$ cat config.mk
export PLATFORM = sky130hd
export DESIGN_NAME = osr_avg_accum
export DESIGN_NICKNAME = d
export VERILOG_FILES = /design/src/rtl/osr_avg_pkg.sv /design/src/rtl/osr_rate_decode.sv /design/src/rtl/osr_trig_gate.sv /design/src/rtl/osr_chan_store.sv /design/src/rtl/osr_avg_accum.sv
export SDC_FILE = /design/constraint.sdc
export NUM_CORES = 1
export LEC_CHECK = 0
export BUFFER_PORTS_ARGS = -buffer_cell sky130_fd_sc_hd__buf_2
export CAP_MARGIN = 20
export CORE_MARGIN = 1.5
export CORE_UTILIZATION = 30
export DETAILED_ROUTE_END_ITERATION = 16
export GPL_ROUTABILITY_DRIVEN = 0
export MAX_ROUTING_LAYER = met4
export SETUP_SLACK_MARGIN = 0.5
export SYNTH_ARGS = -nofsm -noshare
export SYNTH_HDL_FRONTEND = slang
export SYNTH_SLANG_ARGS = --single-unit
export TNS_END_PERCENT = 1
$ cat constraint.sdc
create_clock -name clk -period 22.5 [get_ports clk]
set_clock_uncertainty 0.15 [all_clocks]
set_input_delay 4.5 -clock clk [delete_from_list [all_inputs] [get_ports clk]]
set_output_delay 4.5 -clock clk [all_outputs]
set_load 0.02 [all_outputs]
$ cat src/rtl/osr_avg_pkg.sv
package osr_avg_pkg;

  localparam int unsigned CODE_W = 3;

  // Number of base-4 steps a rate code selects; codes outside 1..max fall back to 0.
  function automatic int unsigned osr_log4(input int unsigned code, input int unsigned max_log4);
    if (code >= 1 && code <= max_log4) return code;
    return 0;
  endfunction

endpackage

$ cat src/rtl/osr_rate_decode.sv
module osr_rate_decode
  import osr_avg_pkg::*;
#(
  parameter int unsigned MAX_LOG4 = 4,
  localparam int unsigned CNT_W   = 2 * MAX_LOG4,
  localparam int unsigned SH_W    = $clog2(MAX_LOG4 + 1)
) (
  input  logic [CODE_W-1:0] code,
  output logic [SH_W-1:0]   shift_o,
  output logic [CNT_W:0]    ratio_o,
  output logic [CNT_W-1:0]  last_idx_o
);

  int unsigned steps;
  logic [CNT_W:0] ratio_w;

  always_comb begin
    steps      = osr_log4(int'(code), MAX_LOG4);
    shift_o    = SH_W'(steps);
    ratio_w    = (CNT_W + 1)'(1) << (2 * steps);
    ratio_o    = ratio_w;
    last_idx_o = CNT_W'(ratio_w - 1'b1);
  end

endmodule

$ cat src/rtl/osr_trig_gate.sv
module osr_trig_gate #(
  parameter int unsigned CNT_W = 8
) (
  input  logic           clk,
  input  logic           rst,
  input  logic           smp_valid,
  input  logic           trig,
  input  logic           burst_mode,
  input  logic           flush,
  input  logic [CNT_W:0] ratio,
  output logic           accept,
  output logic           credit_nz
);

  logic [CNT_W:0] credit_q;

  assign credit_nz = (credit_q != '0);
  assign accept    = smp_valid && credit_nz && !flush;

  always_ff @(posedge clk) begin
    if (rst || flush) begin
      credit_q <= '0;
    end else if (trig) begin
      credit_q <= burst_mode ? ratio : (CNT_W + 1)'(1);
    end else if (accept) begin
      credit_q <= credit_q - 1'b1;
    end
  end

endmodule

$ cat src/rtl/osr_chan_store.sv
module osr_chan_store #(
  parameter int unsigned CH_W  = 4,
  parameter int unsigned ACC_W = 20,
  parameter int unsigned CNT_W = 8,
  localparam int unsigned N_CH = 1 << CH_W
) (
  input  logic             clk,
  input  logic             rst,
  input  logic [CH_W-1:0]  chan,
  input  logic             wr_en,
  input  logic [ACC_W-1:0] wr_acc,
  input  logic [CNT_W-1:0] wr_cnt,
  input  logic             retire,
  input  logic             clr_all,
  output logic [ACC_W-1:0] rd_acc,
  output logic [CNT_W-1:0] rd_cnt,
  output logic             rd_live
);

  // Sum and count arrays carry no reset so they map to distributed RAM;
  // the live vector marks which entries hold a partial average.
  logic [ACC_W-1:0] acc_mem [N_CH];
  logic [CNT_W-1:0] cnt_mem [N_CH];
  logic [N_CH-1:0]  live_q;

  always_ff @(posedge clk) begin
    if (wr_en) begin
      acc_mem[chan] <= wr_acc;
      cnt_mem[chan] <= wr_cnt;
    end
  end

  for (genvar g = 0; g < N_CH; g++) begin : g_live
    always_ff @(posedge clk) begin
      if (rst || clr_all) begin
        live_q[g] <= 1'b0;
      end else if (chan == CH_W'(g)) begin
        if (wr_en)       live_q[g] <= 1'b1;
        else if (retire) live_q[g] <= 1'b0;
      end
    end
  end

  assign rd_live = live_q[chan];
  assign rd_acc  = rd_live ? acc_mem[chan] : '0;
  assign rd_cnt  = rd_live ? cnt_mem[chan] : '0;

endmodule

$ cat src/rtl/osr_avg_accum.sv
module osr_avg_accum
  import osr_avg_pkg::*;
#(
  parameter int unsigned SMP_W    = 12,
  parameter int unsigned CH_W     = 4,
  parameter int unsigned RES_W    = 16,
  parameter int unsigned MAX_LOG4 = 4,
  localparam int unsigned CNT_W   = 2 * MAX_LOG4,
  localparam int unsigned ACC_W   = SMP_W + CNT_W,
  localparam int unsigned SH_W    = $clog2(MAX_LOG4 + 1)
) (
  input  logic              clk,
  input  logic              rst,
  input  logic              smp_valid,
  input  logic [SMP_W-1:0]  smp_data,
  input  logic [CH_W-1:0]   smp_chan,
  input  logic              trig,
  input  logic              burst_mode,
  input  logic [CODE_W-1:0] rate_code,
  output logic              res_valid,
  output logic [RES_W-1:0]  res_data,
  output logic [CH_W-1:0]   res_chan
);

  logic [CODE_W-1:0] code_q;
  logic              code_chg;
  logic [SH_W-1:0]   shift;
  logic [CNT_W:0]    ratio;
  logic [CNT_W-1:0]  last_idx;
  logic              accept;
  logic              credit_nz;
  logic [ACC_W-1:0]  rd_acc;
  logic [CNT_W-1:0]  rd_cnt;
  logic              rd_live;
  logic [ACC_W-1:0]  sum;
  logic              done;

  // A code that differs from the one in force flushes all state this cycle.
  always_ff @(posedge clk) begin
    if (rst) code_q <= '0;
    else     code_q <= rate_code;
  end
  assign code_chg = (rate_code != code_q);

  osr_rate_decode #(.MAX_LOG4(MAX_LOG4)) u_decode (
    .code       (code_q),
    .shift_o    (shift),
    .ratio_o    (ratio),
    .last_idx_o (last_idx)
  );

  osr_trig_gate #(.CNT_W(CNT_W)) u_gate (
    .clk        (clk),
    .rst        (rst),
    .smp_valid  (smp_valid),
    .trig       (trig),
    .burst_mode (burst_mode),
    .flush      (code_chg),
    .ratio      (ratio),
    .accept     (accept),
    .credit_nz  (credit_nz)
  );

  assign sum  = rd_acc + ACC_W'(smp_data);
  assign done = (rd_cnt == last_idx);

  osr_chan_store #(.CH_W(CH_W), .ACC_W(ACC_W), .CNT_W(CNT_W)) u_store (
    .clk     (clk),
    .rst     (rst),
    .chan    (smp_chan),
    .wr_en   (accept && !done),
    .wr_acc  (sum),
    .wr_cnt  (rd_cnt + 1'b1),
    .retire  (accept && done),
    .clr_all (code_chg),
    .rd_acc  (rd_acc),
    .rd_cnt  (rd_cnt),
    .rd_live (rd_live)
  );

  always_ff @(posedge clk) begin
    if (rst) begin
      res_valid <= 1'b0;
      res_data  <= '0;
      res_chan  <= '0;
    end else begin
      res_valid <= accept && done;
      if (accept && done) begin
        res_data <= RES_W'(sum >> shift);
        res_chan <= smp_chan;
      end
    end
  end

endmodule

==> results of run 1 <==
## critical path, cell delays in order
cell and delay [ns]:
clkbuf_8 0.56, buf_4 0.69, mux4_2 0.58, mux4_2 0.46, and2_1 0.17, ha_1 0.21, fa_1 0.43, a21o_1 0.21
a221oi_1 0.61, o31ai_1 0.27, nand4_1 0.22, nor2_1 0.07, mux2_2 0.31, inv_1 0.38, nand2_1 0.12, a311oi_2 0.27
## cell families after synthesis
group                      after synthesis  share of synthesized area, %
xor gates and xnor gates                26                          1.10
adders and majority gates               17                          1.05
buffers and inverters                   90                          1.95
muxes                                  142                          14.8
AOI/OAI and AO/OA                      173                          5.83
DFF                                    497                          69.5
and+or+nand+nor                        262                          5.86
## through the flow
step	std cells	power [W]	setup slack, ns	hold slack [ns]
5_1_grt	2247	0.00194	12.23	0.333
3_3_place_gp	2152	0.00110	11.65	0.292
3_5_place_dp	2153	0.00110	11.63	0.303
4_1_cts	2241	0.00190	12.21	0.312
6_report	2248	0.00188	12.68	0.310
2_1_floorplan	1207	0.00107	11.96	0.283
## synth_stat cells, drive strengths merged (15+ instances only)
| cell type | number | area share [%] |
|---|---|---|
| edfxtp | 448 | 65 |
| mux4 | 131 | 14 |
| nand2 | 91 | 1.6 |
| nor2 | 69 | 1.2 |
| dfxtp | 49 | 4.7 |
| a21oi | 47 | 1.1 |
| clkbuf | 41 | 0.74 |
| buf | 27 | 0.81 |
| o21ai | 27 | 0.65 |
| a22oi | 24 | 0.87 |
| nand3 | 24 | 0.60 |
| inv | 21 | 0.38 |
| and2 | 16 | 0.48 |
| xnor2 | 16 | 0.67 |
| ha | 15 | 0.90 |
## flip-flops by register name, summed over array words and instances (netlist names)
signal           flops
u_gate.credit_q      9
res_data            16
u_store.cnt_mem    128
code_q               3
u_store.acc_mem    320
res_chan             4
u_store.live_q      16
res_valid            1
## area by class of cell
cell class | count | area, µm² | area share (%)
Timing Repair Buffer | 89 | 579 | 2.43
Tap cell | 931 | 1160 | 4.88
Clock buffer | 63 | 1320 | 5.53
Multi-Input combinational cell | 620 | 6030 | 25.2
Sequential cell | 497 | 14400 | 60.5
Antenna cell | 1 | 2.50 | 0.0105
Clock inverter | 25 | 259 | 1.09
Inverter | 22 | 82.6 | 0.346
## metal layers
metal	track usage, %	vias up
li1	-	5005
met1	20.0	6092
met2	24.4	404
met3	2.15	86
met4	3.99	0
met5	-	-
## worst max-delay path by stage
stage | endpoint | slack [ns] | cells past startpoint
finish | res_data[12] | 12.68 | 16
global route | res_data[12] | 12.23 | 16
CTS | res_data[7] | 12.21 | 16
detailed placement | res_data[7] | 11.63 | 16
global placement | res_data[7] | 11.65 | 18
floorplan | res_data[14] | 11.96 | 21
## power by group through the flow
stage          clock [W]  sequential [W]  combinational, W
6_report        0.000808        0.000999         0.0000781
4_1_cts         0.000822        0.000998         0.0000783
3_5_place_dp           0         0.00102         0.0000781
2_1_floorplan          0         0.00102         0.0000552
5_1_grt         0.000856        0.000998         0.0000840
3_3_place_gp           0         0.00102         0.0000773
==> flow_metrics.tcl, run 1 <==
set metrics [dict create \
    cts_hold_buf 0 \
    most-common-layout-cells "448 x edfxtp_1, 131 x mux4_2, 91 x nand2_1, 58 x nor2_1" \
    drive_gt1_share_pct 24.6 \
    grt_use_total_pct 15.1 \
    placed_cell_area_um2 22200 \
    netlist_area_um2 20800 \
    fin_util_pct 34.8 \
    hold_start "res_chan[0]" \
    synth-seq-cells 497 \
    ys_async_sr_fraction_pct 0 \
    clockBufferDepth 3 \
    syn_inst 1207 \
    hpwl_um 29900 \
    cp-startpoint "smp_chan[0]" \
    syn_nets 1247 \
    reg2reg_from "code_q[0]" \
    critPathRequiredTime_ns 22.82 \
    grt_pass1_wl_um 76800 \
    r2r_slack_ns 17.30 \
    drtIter0Drc 1177 \
    slew_headroom_pct 25.7 \
    setup_viol 0 \
    rsz0062_at_grt "no" \
    clk_pin_slew_ns 0.06 \
    first_pass_iters 5 \
    dr.max_layer_used "met4" \
    clock_sinks 497 \
    crit_type "input port to register" \
    initial_core_util_pct 30.3 \
    vias_per_cell 5.15 \
    end_kind "register" \
    vias 11600 \
    die_h_um 266 \
    cp_max_fo 60 \
    wl_um 51900 \
    wl_met1_um 22400 \
    clock_latency_ns 0.56 \
    min_path_type "register to register" \
    sw_frac_of_total_pct 20.6 \
    cts-resized-gates 0 \
    yosysUniqueCellTypes 70 \
    core-area_um2 68600 \
    avgRoutedWirePerCell_um 23.1 \
    p_int_w 0.00150 \
    cts_tree "built" \
    vdd_ir_drop_max_v 0.0000499 \
    synth_flop_cell "edfxtp_1" \
    hold_violations 0 \
    antenna_left 0 \
    first_global_vias 11600 \
    dr_wl_met2_um 25100 \
    startpoint_type "input port" \
    numCtsBuffers 48 \
    power_density_nw_per_um2 78.9 \
    ios 45 \
    whs_endpoint "res_chan[0]" \
    tightest_slew_ns 1.11 \
    hold_depth 2 \
    fmax_ghz 0.102 \
    antenna_found_initial 1 \
    fin_tns_setup_ns 0 \
    fin_crit_sh_pct 43.7 \
    dieArea_um2 70900 \
    fill_cells 6394 \
    synth_edf_count 448 \
    io_buffers 44 \
    postCtsSetupBuffers 0 \
    htreeDepth 2 \
    overflow 0 \
    p_sw_w 0.000387 \
    fin_crit_ns 9.82 \
    die_x_um 266 \
    critPathArrivalTime_ns 10.14 \
    cts-root-buf "clkbuf_16" \
    yosysWarningCount 0 \
    leakage_nw 8.23 \
    maxCapViolCount 0 \
    syn_area_per_cell_um2 17.2 \
    syn2layout_area_growth_pct 14.8 \
    p_seq_share_pct 53.0 \
    worst-r2r-cell-count 10 \
    r2r_end "u_store.acc_mem[10][7]" \
    status "finished, final reports clean" \
    met3_length_um 3140 \
    num_rows 96 \
    ys_seq_area_share_pct 69.5 \
    final_net_count 1318 \
    clkPwrFrac_pct 42.9 \
    grt_max_degree 61 \
    p_comb_share_pct 4.1 \
    final_common_cell "edfxtp_1" \
    slew_violations 0 \
    fin_area_um2 23900 \
    route.detailed.drc 0 \
]
No activity file was read; power rests on OpenSTA's default activity.
==> run 2: changes to the inputs <==
==> constraint.sdc (replaced) <==
create_clock -name clk -period 9.24 [get_ports clk]
set_clock_uncertainty 0.15 [all_clocks]
set_input_delay 1.848 -clock clk [delete_from_list [all_inputs] [get_ports clk]]
set_output_delay 1.848 -clock clk [all_outputs]
set_load 0.02 [all_outputs]
==> flow_metrics.tcl, run 2 (synthesized netlist as in run 1, its figures left out) <==
set metrics [dict create \
    startpoint_type "input port" \
    cpMostUsedCell "a21oi_1" \
    leakage_nw 8.21 \
    clk_pin_slew_ns 0.06 \
    syn2layout_area_growth_pct 14.6 \
    reg_top3 "u_store.acc_mem x320, u_store.cnt_mem x128" \
    power_density_nw_per_um2 190 \
    most-common-layout-cells "448 x edfxtp_1, 131 x mux4_2, 91 x nand2_1, 58 x nor2_1" \
    fin_tns_setup_ns 0 \
    cp_slowest_cell "nor2_1" \
    crit_type "input port to register" \
    vias 11600 \
    fin_util_pct 34.7 \
    slew_headroom_pct 28.2 \
    crit_family "compound AO/OA/AOI/OAI gates" \
    cts-resized-gates 0 \
    tightest_slew_ns 1.07 \
    die_h_um 266 \
    wl_um 52800 \
    min_path_type "register to register" \
    hold_depth 2 \
    clockBufferDepth 3 \
    clock_latency_ns 0.58 \
    rsz0062_at_grt "no" \
    grt_use_total_pct 15.3 \
    hpwl_um 31200 \
    slew_violations 0 \
    cts-root-buf "clkbuf_16" \
    cp_max_fo 46 \
    core-area_um2 68600 \
    fill_cells 6414 \
    io_buffers 44 \
    grt_max_degree 96 \
    crit_cells 15 \
    grt-busiest-layer "met2" \
    drtIter0Drc 1044 \
    route.detailed.drc 0 \
    drive_gt1_share_pct 24.2 \
    n_antenna_cell 0 \
    maxCapViolCount 0 \
    crit_buf_inv 2 \
    dieArea_um2 70900 \
    avgRoutedWirePerCell_um 23.4 \
    vdd_ir_drop_max_v 0.000124 \
    critPathArrivalTime_ns 7.42 \
    met1_usage_pct 21.0 \
    grt_pass1_wl_um 78300 \
    antenna_found_initial 1 \
    overflow 0 \
    ios 45 \
    htreeDepth 2 \
    register_area_um2 14400 \
    postCtsSetupBuffers 0 \
    critPathRequiredTime_ns 9.57 \
    largest_register_ffs 320 \
    clock_sinks 497 \
    use_met2_pct 24.3 \
    antenna_left 0 \
    fin_crit_ns 7.09 \
    num_rows 96 \
    end_kind "register" \
    top_register "u_store.acc_mem" \
    hold_violations 0 \
    fmax_ghz 0.141 \
    fin_crit_sh_pct 76.7 \
    setup_viol 0 \
    cts_tree "built" \
    final_net_count 1322 \
    grt_util_met3_pct 1.87 \
    numCtsBuffers 48 \
    worst_slack_ns 2.15 \
    initial_core_util_pct 30.3 \
    cts_hold_buf 0 \
    vias_per_cell 5.15 \
    first_global_vias 11500 \
    die_x_um 266 \
    cpPeakStageDelay_ns 0.77 \
    preCtsSetupSlack_ns 1.48 \
    first_pass_iters 7 \
    multi_input_area_um2 6030 \
    worst-r2r-cell-count 16 \
    final_common_cell "edfxtp_1" \
    crit_chain "clkbuf_8, buf_4, mux4_2, mux4_2, and2_1, ha_1, a21o_1, a21oi_1, a21oi_1, o211ai_1, nor4_1, xnor2_1, nor2_1, a21oi_1, a211oi_2" \
    status "finished, final reports clean" \
]
## run 2: cell count changes in the layout (fill, tap and decap cells not counted)
| cell | previous run | this run |
|---|---|---|
| buf_4 | 44 | 48 |
| clkbuf_8 | 6 | 2 |
| inv_6 | 0 | 2 |
| bufinv_16 | 5 | 3 |
| clkbuf_1 | 10 | 12 |
| clkinv_4 | 2 | 0 |
| clkinv_1 | 11 | 17 |
| clkinv_2 | 10 | 7 |
| buf_12 | 0 | 1 |
| diode_2 | 1 | 0 |
## run 2: final timing paths
kind                      from            to  slack, ns
max reg2reg  u_store.live_q[7]  res_data[13]       3.82
max                smp_chan[0]  res_data[15]       2.15
min reg2reg        res_chan[0]   res_chan[0]       0.30
min                res_chan[0]   res_chan[0]       0.30
## run 2: power breakdown
| part | total, W | internal, W | switching [W] |
|---|---|---|---|
| sequential | 0.00243 | 0.00243 | 0.00000116 |
| combinational | 0.000196 | 0.0000730 | 0.000123 |
| clock | 0.00189 | 0.00106 | 0.000823 |
## run 2: tightest hold or removal path: stages, from the launching register on
cell,delay [ns]
dfxtp_1,0.30
nand2_1,0.05
a21oi_1,0.05
## run 2: metal layers
metal	up-vias	share of wire [%]	routed length, µm
met4	0	2.2	1150
met2	429	48	25300
met3	79	5.6	2980
met1	6071	44	23300
met5	-	0	0
li1	5004	-	-
## run 2: area by class of cell
cell class | instances | area share, %
Multi-Input combinational cell | 620 | 25.3
Clock inverter | 26 | 0.867
Tap cell | 931 | 4.89
Inverter | 22 | 0.347
Timing Repair Buffer | 93 | 2.58
Clock buffer | 62 | 5.40
Sequential cell | 497 | 60.6
## run 2: stage by stage
step / std cells / hold slack (ns) / area [µm²] / power [W]
finish: 2251 / 0.301 / 23800 / 0.00451
global route: 2251 / 0.325 / 23800 / 0.00465
CTS: 2249 / 0.303 / 23800 / 0.00455
detailed placement: 2161 / 0.295 / 22300 / 0.00267
global placement: 2159 / 0.289 / 22300 / 0.00267
floorplan: 1207 / 0.283 / 20800 / 0.00261
==> run 3: changes to the inputs <==
--- a/config.mk
+++ b/config.mk
@@ -5,6 +5,7 @@
 export SDC_FILE = /design/constraint.sdc
 export NUM_CORES = 1
 export LEC_CHECK = 0
+export ABC_AREA = 1
 export BUFFER_PORTS_ARGS = -buffer_cell sky130_fd_sc_hd__buf_2
 export CAP_MARGIN = 20
 export CORE_MARGIN = 1.5
==> constraint.sdc (replaced) <==
create_clock -name clk -period 5.8 [get_ports clk]
set_clock_uncertainty 0.15 [all_clocks]
set_input_delay 1.16 -clock clk [delete_from_list [all_inputs] [get_ports clk]]
set_output_delay 1.16 -clock clk [all_outputs]
set_load 0.02 [all_outputs]
==> flow_metrics.tcl, run 3 <==
set metrics [dict create \
    numCtsBuffers 51 \
    core-area_um2 68700 \
    most-common-layout-cells "510 x nand2_1, 448 x edfxtp_1, 168 x a22oi_1, 98 x nand3_1, 92 x a21oi_1" \
    ios 45 \
    die_x_um 267 \
    syn_inst 1786 \
    overflow 0 \
    cp_max_fo 27 \
    htreeDepth 2 \
    clock_latency_ns 0.60 \
    crit_type "input port to register" \
    setup_viol 0 \
    netlist_area_um2 20800 \
    antenna_found_initial 0 \
    synth_commonest_cells "510 x nand2_1, 448 x edfxtp_1, 168 x a22oi_1" \
    clockBufferDepth 3 \
    initial_core_util_pct 30.3 \
    yosysTopAreaCell "edfxtp_1" \
    min_path_type "register to register" \
    avgRoutedWirePerCell_um 19.8 \
    first_pass_iters 8 \
    antenna_left 0 \
    syn_area_per_cell_um2 11.7 \
    fin_crit_sh_pct 85.0 \
    fin_crit_ns 4.93 \
    maxCapViolCount 0 \
    route.detailed.drc 0 \
    register_area_um2 14400 \
    power_density_nw_per_um2 300 \
    slew_headroom_pct 31.4 \
    multi_input_area_um2 5640 \
    top_register "u_store.acc_mem" \
    synth_edf_count 448 \
    ys_async_sr_fraction_pct 0 \
    end_kind "register" \
    syn_nets 1826 \
    fin_tns_setup_ns 0 \
    yosys-top-cells-area "edfxtp_1 65%, nand2_1 9.2%, a22oi_1 6.1%" \
    final_net_count 1929 \
    grt_pass1_wl_um 84600 \
    reg_top3 "u_store.acc_mem x320, u_store.cnt_mem x128" \
    vias_per_cell 5.03 \
    cts_hold_buf 0 \
    vdd_ir_drop_max_v 0.000245 \
    critPathRequiredTime_ns 5.85 \
    tightest_slew_ns 1.03 \
    drtIter0Drc 1468 \
    grt_max_degree 49 \
    postCtsSetupBuffers 0 \
    n_antenna_cell 0 \
    drive_gt1_share_pct 12.0 \
    leakage_nw 9.50 \
    cts-resized-gates 0 \
    clock_sinks 497 \
    io_buffers 44 \
    yosysUniqueCellTypes 45 \
    clk_pin_slew_ns 0.06 \
    first_global_vias 13900 \
    wl_um 56600 \
    synth-seq-cells 497 \
    dieArea_um2 71000 \
    rsz0062_at_grt "no" \
    status "finished, final reports clean" \
    vias 14400 \
    hpwl_um 34400 \
    synth_most_common_cell "nand2_1" \
    ys_seq_area_share_pct 69.3 \
    startpoint_type "input port" \
    hold_violations 0 \
    dp.cells 2764 \
    cts_tree "built" \
    num_rows 96 \
    final_common_cell "nand2_1" \
    cts-root-buf "clkbuf_16" \
    slew_violations 0 \
    largest_register_ffs 320 \
    grt_use_total_pct 16.2 \
    fill_cells 6776 \
    die_h_um 267 \
    finalNonFillerCells 2860 \
    yosysWarningCount 0 \
    critPathArrivalTime_ns 4.98 \
    netlist.area_leader.share_pct 64.6 \
    syn2layout_area_growth_pct 16.5 \
    fmax_ghz 0.203 \
    synth_flop_cell "edfxtp_1" \
]
[run 3: cell count changes after synthesis, sizes merged, moves of 12 or more]
cell and change:
buf +30, nor2 +24, clkbuf -12, mux4 -131, nand3 +75, inv +69, o21ai +22, a22oi +144
nand2 +421, a21oi +45
[run 3: routing by layer]
metal,global-route usage [%],vias up,part of all wire (%)
met5,-,-,0
met4,5.25,0,3.0
met3,2.27,116,6.3
met2,25.2,539,46
met1,21.8,7110,45
li1,-,6611,-
[run 3: cell type report]
class / count / share of cell area [%]
clock buffers: 73 / 5.81
clock inverters: 20 / 0.603
inverters: 92 / 1.44
multi-input cells: 1111 / 23.2
flip-flops and latches: 497 / 59.4
well taps: 931 / 4.80
repair buffers: 136 / 4.68
[run 3: stage by stage]
stage	setup WS, ns	utilization, %	total power [W]	hold WS, ns	cell area (µm²)
floorplan	0.692	-	0.00414	0.294	20800
global placement	0.304	33.0	0.00426	0.303	22700
detailed placement	0.203	33.0	0.00426	0.311	22700
CTS	0.768	35.3	0.00733	0.319	24300
global route	0.664	35.3	0.00749	0.335	24300
finish	0.872	35.3	0.00729	0.321	24300
[run 3: cell families after synthesis]
group           after synthesis  synth area share [%]
fa+ha+maj                    16                 0.997
buf+inv                     178                  3.71
compound gates              327                  10.2
flops                       497                  69.3
xor+xnor                     25                  1.05
simple gates                742                  14.8
mux                           1                0.0480
[run 3: report_power, final]
part / switching [W] / total, W / internal [W]
sequential: 0.00000226 / 0.00387 / 0.00387
clock: 0.00132 / 0.00310 / 0.00177
combinational: 0.000233 / 0.000319 / 0.0000859
[run 3: path summary, 6_finish.rpt]
path                             startpoint                      end  slack, ns  cells past startpoint
worst max register to register    code_q[1]   u_store.acc_mem[15][7]       1.87                     14
worst min register to register  res_data[1]              res_data[1]       0.32                      2
worst min-delay path            res_data[1]              res_data[1]       0.32                      2
worst max-delay path            smp_chan[0]  u_store.acc_mem[13][18]       0.87                     17
[run 3: critical path, cell delays in order]
cell,delay (ns)
buf_2,0.22
inv_6,0.26
nor2_8,0.16
buf_4,0.26
a22oi_1,0.25
a21oi_1,0.11
o41a_1,0.44
ha_1,0.23
fa_1,0.45
nand3_1,0.12
nand2_1,0.12
nand3_1,0.11
nand3_1,0.22
nand3_1,0.23
inv_1,0.10
nand3_1,0.14
nand2_1,0.35
